$ cat src/rtl/lp_expect_tracker.sv
module lp_expect_tracker (
  input  logic       clk,
  input  logic       rst_n,
  input  logic       ext_present,
  input  logic       fcfi_en,
  input  logic       rt_valid,
  input  logic       rt_is_lpad,
  input  logic       rt_is_ibr,
  input  logic       trap_take,
  input  logic       trap_to_m,
  input  logic       sret_i,
  input  logic       mret_i,
  input  logic       ret_fcfi_en,
  input  logic       st_we,
  input  logic       st_wd_s,
  input  logic       st_wd_m,
  input  logic       menv_cfi,
  input  logic       henv_cfi,
  output logic       elp_o,
  output logic       spelp_o,
  output logic       mpelp_o,
  output logic       lp_fault,
  output logic [2:0] swap_mask
);

  logic elp_q, sp_q, mp_q, fault_q;
  logic elp_d, sp_d, mp_d, fault_d;

  wire fwd_on  = fcfi_en & ext_present;
  wire ret_on  = ret_fcfi_en & ext_present;
  wire any_ret = sret_i | mret_i;

  always_comb begin
    elp_d   = elp_q;
    sp_d    = sp_q;
    mp_d    = mp_q;
    fault_d = 1'b0;
    if (trap_take) begin
      if (fwd_on) begin
        if (trap_to_m) mp_d = elp_q;
        else           sp_d = elp_q;
      end
      if (ext_present) elp_d = 1'b0;
    end else if (mret_i) begin
      if (ret_on) begin
        elp_d = mp_q;
        mp_d  = 1'b0;
      end
    end else if (sret_i) begin
      if (ret_on) begin
        elp_d = sp_q;
        sp_d  = 1'b0;
      end
    end else begin
      if (st_we) begin
        sp_d = st_wd_s;
        mp_d = st_wd_m;
      end
      if (rt_valid) begin
        if (rt_is_lpad)               elp_d = 1'b0;
        else if (elp_q && fwd_on)     fault_d = 1'b1;
        else if (rt_is_ibr && fwd_on) elp_d = 1'b1;
      end
    end
  end

  always_ff @(posedge clk) begin
    if (!rst_n) begin
      elp_q   <= 1'b0;
      sp_q    <= 1'b0;
      mp_q    <= 1'b0;
      fault_q <= 1'b0;
    end else begin
      elp_q   <= elp_d;
      sp_q    <= sp_d;
      mp_q    <= mp_d;
      fault_q <= fault_d;
    end
  end

  assign elp_o     = elp_q;
  assign spelp_o   = sp_q;
  assign mpelp_o   = mp_q;
  assign lp_fault  = fault_q;
  assign swap_mask = (menv_cfi && henv_cfi) ? 3'b111 : 3'b000;

  p_ibr_sets_r2: assert property (@(posedge clk) disable iff (!rst_n)
    (!trap_take && !any_ret && rt_valid && rt_is_ibr && !rt_is_lpad && fwd_on && !elp_o)
    |=> elp_o);

  p_lpad_clears_r3: assert property (@(posedge clk) disable iff (!rst_n)
    (!trap_take && !any_ret && rt_valid && rt_is_lpad) |=> !elp_o);

  p_fault_hold_r4: assert property (@(posedge clk) disable iff (!rst_n)
    (!trap_take && !any_ret && rt_valid && !rt_is_lpad && elp_o && fwd_on)
    |=> (lp_fault && elp_o));

  p_trap_save_s_r5: assert property (@(posedge clk) disable iff (!rst_n)
    (trap_take && !trap_to_m && fwd_on) |=> (spelp_o == $past(elp_o) && $stable(mpelp_o)));

  p_trap_save_m_r5: assert property (@(posedge clk) disable iff (!rst_n)
    (trap_take && trap_to_m && fwd_on) |=> (mpelp_o == $past(elp_o) && $stable(spelp_o)));

  p_trap_clear_r6: assert property (@(posedge clk) disable iff (!rst_n)
    (trap_take && ext_present) |=> (!elp_o && !lp_fault));

  p_mret_restore_r7: assert property (@(posedge clk) disable iff (!rst_n)
    (!trap_take && mret_i && ret_on) |=> (elp_o == $past(mpelp_o) && !mpelp_o));

  p_sret_restore_r7: assert property (@(posedge clk) disable iff (!rst_n)
    (!trap_take && sret_i && !mret_i && ret_on) |=> (elp_o == $past(spelp_o) && !spelp_o));

  p_ret_off_r8: assert property (@(posedge clk) disable iff (!rst_n)
    (!trap_take && any_ret && !ret_fcfi_en) |=> ($stable(elp_o) && $stable(spelp_o) && $stable(mpelp_o)));

  p_no_fault_off_r11: assert property (@(posedge clk) disable iff (!rst_n)
    !fwd_on |=> !lp_fault);

endmodule

$ cat config.mk
export PLATFORM = sky130hd
export DESIGN_NAME = lp_expect_tracker
export DESIGN_NICKNAME = d
export VERILOG_FILES = /design/src/rtl/lp_expect_tracker.sv
export SDC_FILE = /design/constraint.sdc
export NUM_CORES = 1
export LEC_CHECK = 0
export ABC_AREA = 1
export BUFFER_PORTS_ARGS = -buffer_cell sky130_fd_sc_hd__buf_2
export CORE_AREA = 2 2 39 41
export CTS_BUF_LIST = sky130_fd_sc_hd__clkbuf_4
export CTS_CLUSTER_DIAMETER = 120
export CTS_CLUSTER_SIZE = 28
export DETAILED_ROUTE_END_ITERATION = 8
export DIE_AREA = 0 0 41 43
export GPL_ROUTABILITY_DRIVEN = 0
export PLACE_DENSITY = 0.55
export SYNTH_ARGS = -nofsm -noshare
export SYNTH_HDL_FRONTEND = slang
export SYNTH_SLANG_ARGS = --single-unit
$ cat constraint.sdc
create_clock -name clk -period 1.3 [get_ports clk]
set_input_delay 0.26 -clock clk [delete_from_list [all_inputs] [get_ports clk]]
set_output_delay 0.26 -clock clk [all_outputs]
set_load 0.02 [all_outputs]
==> metrics <==
status=completed; ratio of cells with drive above 1 in the final layout=0.352; final cycle utilization of the critical path=0.803; commonest cells in the netlist=24 x nand2_1, 10 x nor2_1, 7 x inv_1, 7 x nand3_1, 4 x dfxtp_1; Critical Path RT=1.04 ns; non-filler instance count after layout=104; CP max stage delay=0.37 ns; Critical Path Slowest Stage Cell=dfxtp_1; post-CTS setup buffers=0; Routed Wire Length=897 um; die area=1760 sq um; Finish-stage setup viols=0; Skew-Pair Late Insertion Delay=0.23 ns; Levels on crit path=1; ys async rst share=0; Reg2Reg Depth=5; multi-input logic area=221 sq um; post-synthesis sequential area ratio=0.231; Initial DRT Pass Iterations=4; P per Cell Area=858 nW/um^2; hold_buf cts=0; Worst Hold End=lp_fault$_SDFF_PP0_; Root Buffer=clkbuf_4; area leader, netlist=nand2_1; Mean Syn Cell Area=5.42 sq um; row count=14; Area Overhead vs Synth=41.2%; DRC viols=0; synthesized instance count=64; vias in the first global route=384; Synth warnings=0; worst reg2reg path endpoint=elp_o$_SDFFE_PN0P_; Ports=24; worst-margin pin slew=0.248 ns; Bufs and invs on worst path=1; fill count=167; H-tree levels=1; Max rail drop VDD=0.366 mV; Top FF cell, synth=dfxtp_1; initial antenna violation count=0; critical path's top delay family=flip-flops; Storage cell area=80.1 sq um; hpwl dp=771 um; CP arrival=0.78 ns; Initial Utilization=0.250; Fmax=958 MHz; Register-to-Register Setup Slack=0.39 ns; area share of the largest cell type after synthesis=0.260; type of origin of the critical path=register; Post-Syn Nets=81; Die H=43 um; core area=1380 sq um; Clock Skew=0.00265 ns; DR iter-0 viols=2; Slew headroom=0.833; WL/cell=8.63 um; Final Max Tran Viols=0; Final Hold Viols=0; Overflow after GRT=0; CP cell instances=buf_2; synthesis-stage register bit count=4; largest net degree at the start of global routing=7; unrepaired setup endpoints after global routing=false; dpl cells=101; Resized cells post-CTS=0; min-delay worst type=primary input to register; first-pass GRT wire length=1.35 mm; Worst-path clk slew=0.04 ns; critical setup path kind=register to output port; Buffers on Ports=23; final worst path period need=1.04 ns; post-route setup TNS=0 ns; final net count=107; Via density=4.32; largest cells by area after synthesis=nand2_1 26%, dfxtp_1 23%, nor2_1 11%; number of synthesized flops with an enable pin=0; Lkg Pwr=0.297 nW; Routed Antenna Nets=0; Global Route Usage Sum=0.112; hold path start=rt_valid; ant diodes=0; Synth Cell Area=347 sq um; maxcap violations=0; # clock sinks=4; most common cell in the synthesized netlist=nand2_1; Max clock buf depth=2; Critical Path Sink Type=output port; CTS tree=done; R2R Path Start=elp_o$_SDFFE_PN0P_; Vias=449; die width=41 um; worst-path fanout max=4; WHS Path Cells=3; Distinct cells, synth=14; total CTS buffers=3
## area by class of cell
class	count	area share
Tap cell	16	0.0409
Clock buffer	3	0.0460
Multi-Input combinational cell	50	0.453
Timing Repair Buffer	23	0.235
Sequential cell	4	0.164
Inverter	8	0.0614
## layer usage
metal / global-route usage / wire (um) / up-vias
met4: 0.0933 / 17 / 0
met5: 0 / 0 / -
li1: - / - / 248
met3: 0.0157 / 66 / 2
met2: 0.178 / 409 / 16
met1: 0.121 / 404 / 183
## registers in the layout, indices dropped and copies added (netlist names)
name	cells
lp_fault	1
elp_o	1
spelp_o	1
mpelp_o	1
## cell families after synthesis
| logic type | synth area share |
|---|---|
| and+or+nand+nor | 0.588 |
| buffers and inverters | 0.130 |
| DFF | 0.231 |
| AOI/OAI and AO/OA | 0.0505 |
## layout by cell type (no fill, tap or decap), drive strengths merged
cell type and count:
inv 8, a21oi 1, nand3 8, a21boi 1, nand4 1, nor4 1
o21ai 1, dfxtp 4, clkbuf 3, nor2 13, nand2 24, buf 23
## how the worst max path moves through the flow
| stage | start | slack (ns) | endpoint |
|---|---|---|---|
| 5_1_grt | elp_o$_SDFFE_PN0P_ | 0.21 | elp_o |
| 2_1_floorplan | elp_o$_SDFFE_PN0P_ | 0.32 | elp_o$_SDFFE_PN0P_ |
| 6_report | elp_o$_SDFFE_PN0P_ | 0.26 | elp_o |
| 3_3_place_gp | trap_take | 0.18 | spelp_o$_SDFFE_PN0P_ |
| 3_5_place_dp | trap_take | 0.19 | spelp_o$_SDFFE_PN0P_ |
| 4_1_cts | elp_o$_SDFFE_PN0P_ | 0.25 | elp_o |
## per-stage QoR
stage | hold slack [ns] | utilization | worst slack (ns) | power [mW] | instance area (sq um)
floorplan | 0.381 | - | 0.317 | 0.222 | 347
global placement | 0.494 | 0.337 | 0.185 | 0.273 | 467
detailed placement | 0.498 | 0.337 | 0.189 | 0.273 | 467
CTS | 0.263 | 0.354 | 0.247 | 0.430 | 489
global route | 0.276 | 0.354 | 0.215 | 0.452 | 489
finish | 0.273 | 0.354 | 0.257 | 0.420 | 489
## report_power, final
part           leakage, nW  total, mW  internal (mW)  switching, mW
clock               0.0138      0.149          0.103         0.0464
combinational        0.250      0.132         0.0527         0.0790
sequential          0.0328      0.139          0.132        0.00667
Note: power is estimated with default switching activity, not from simulation.
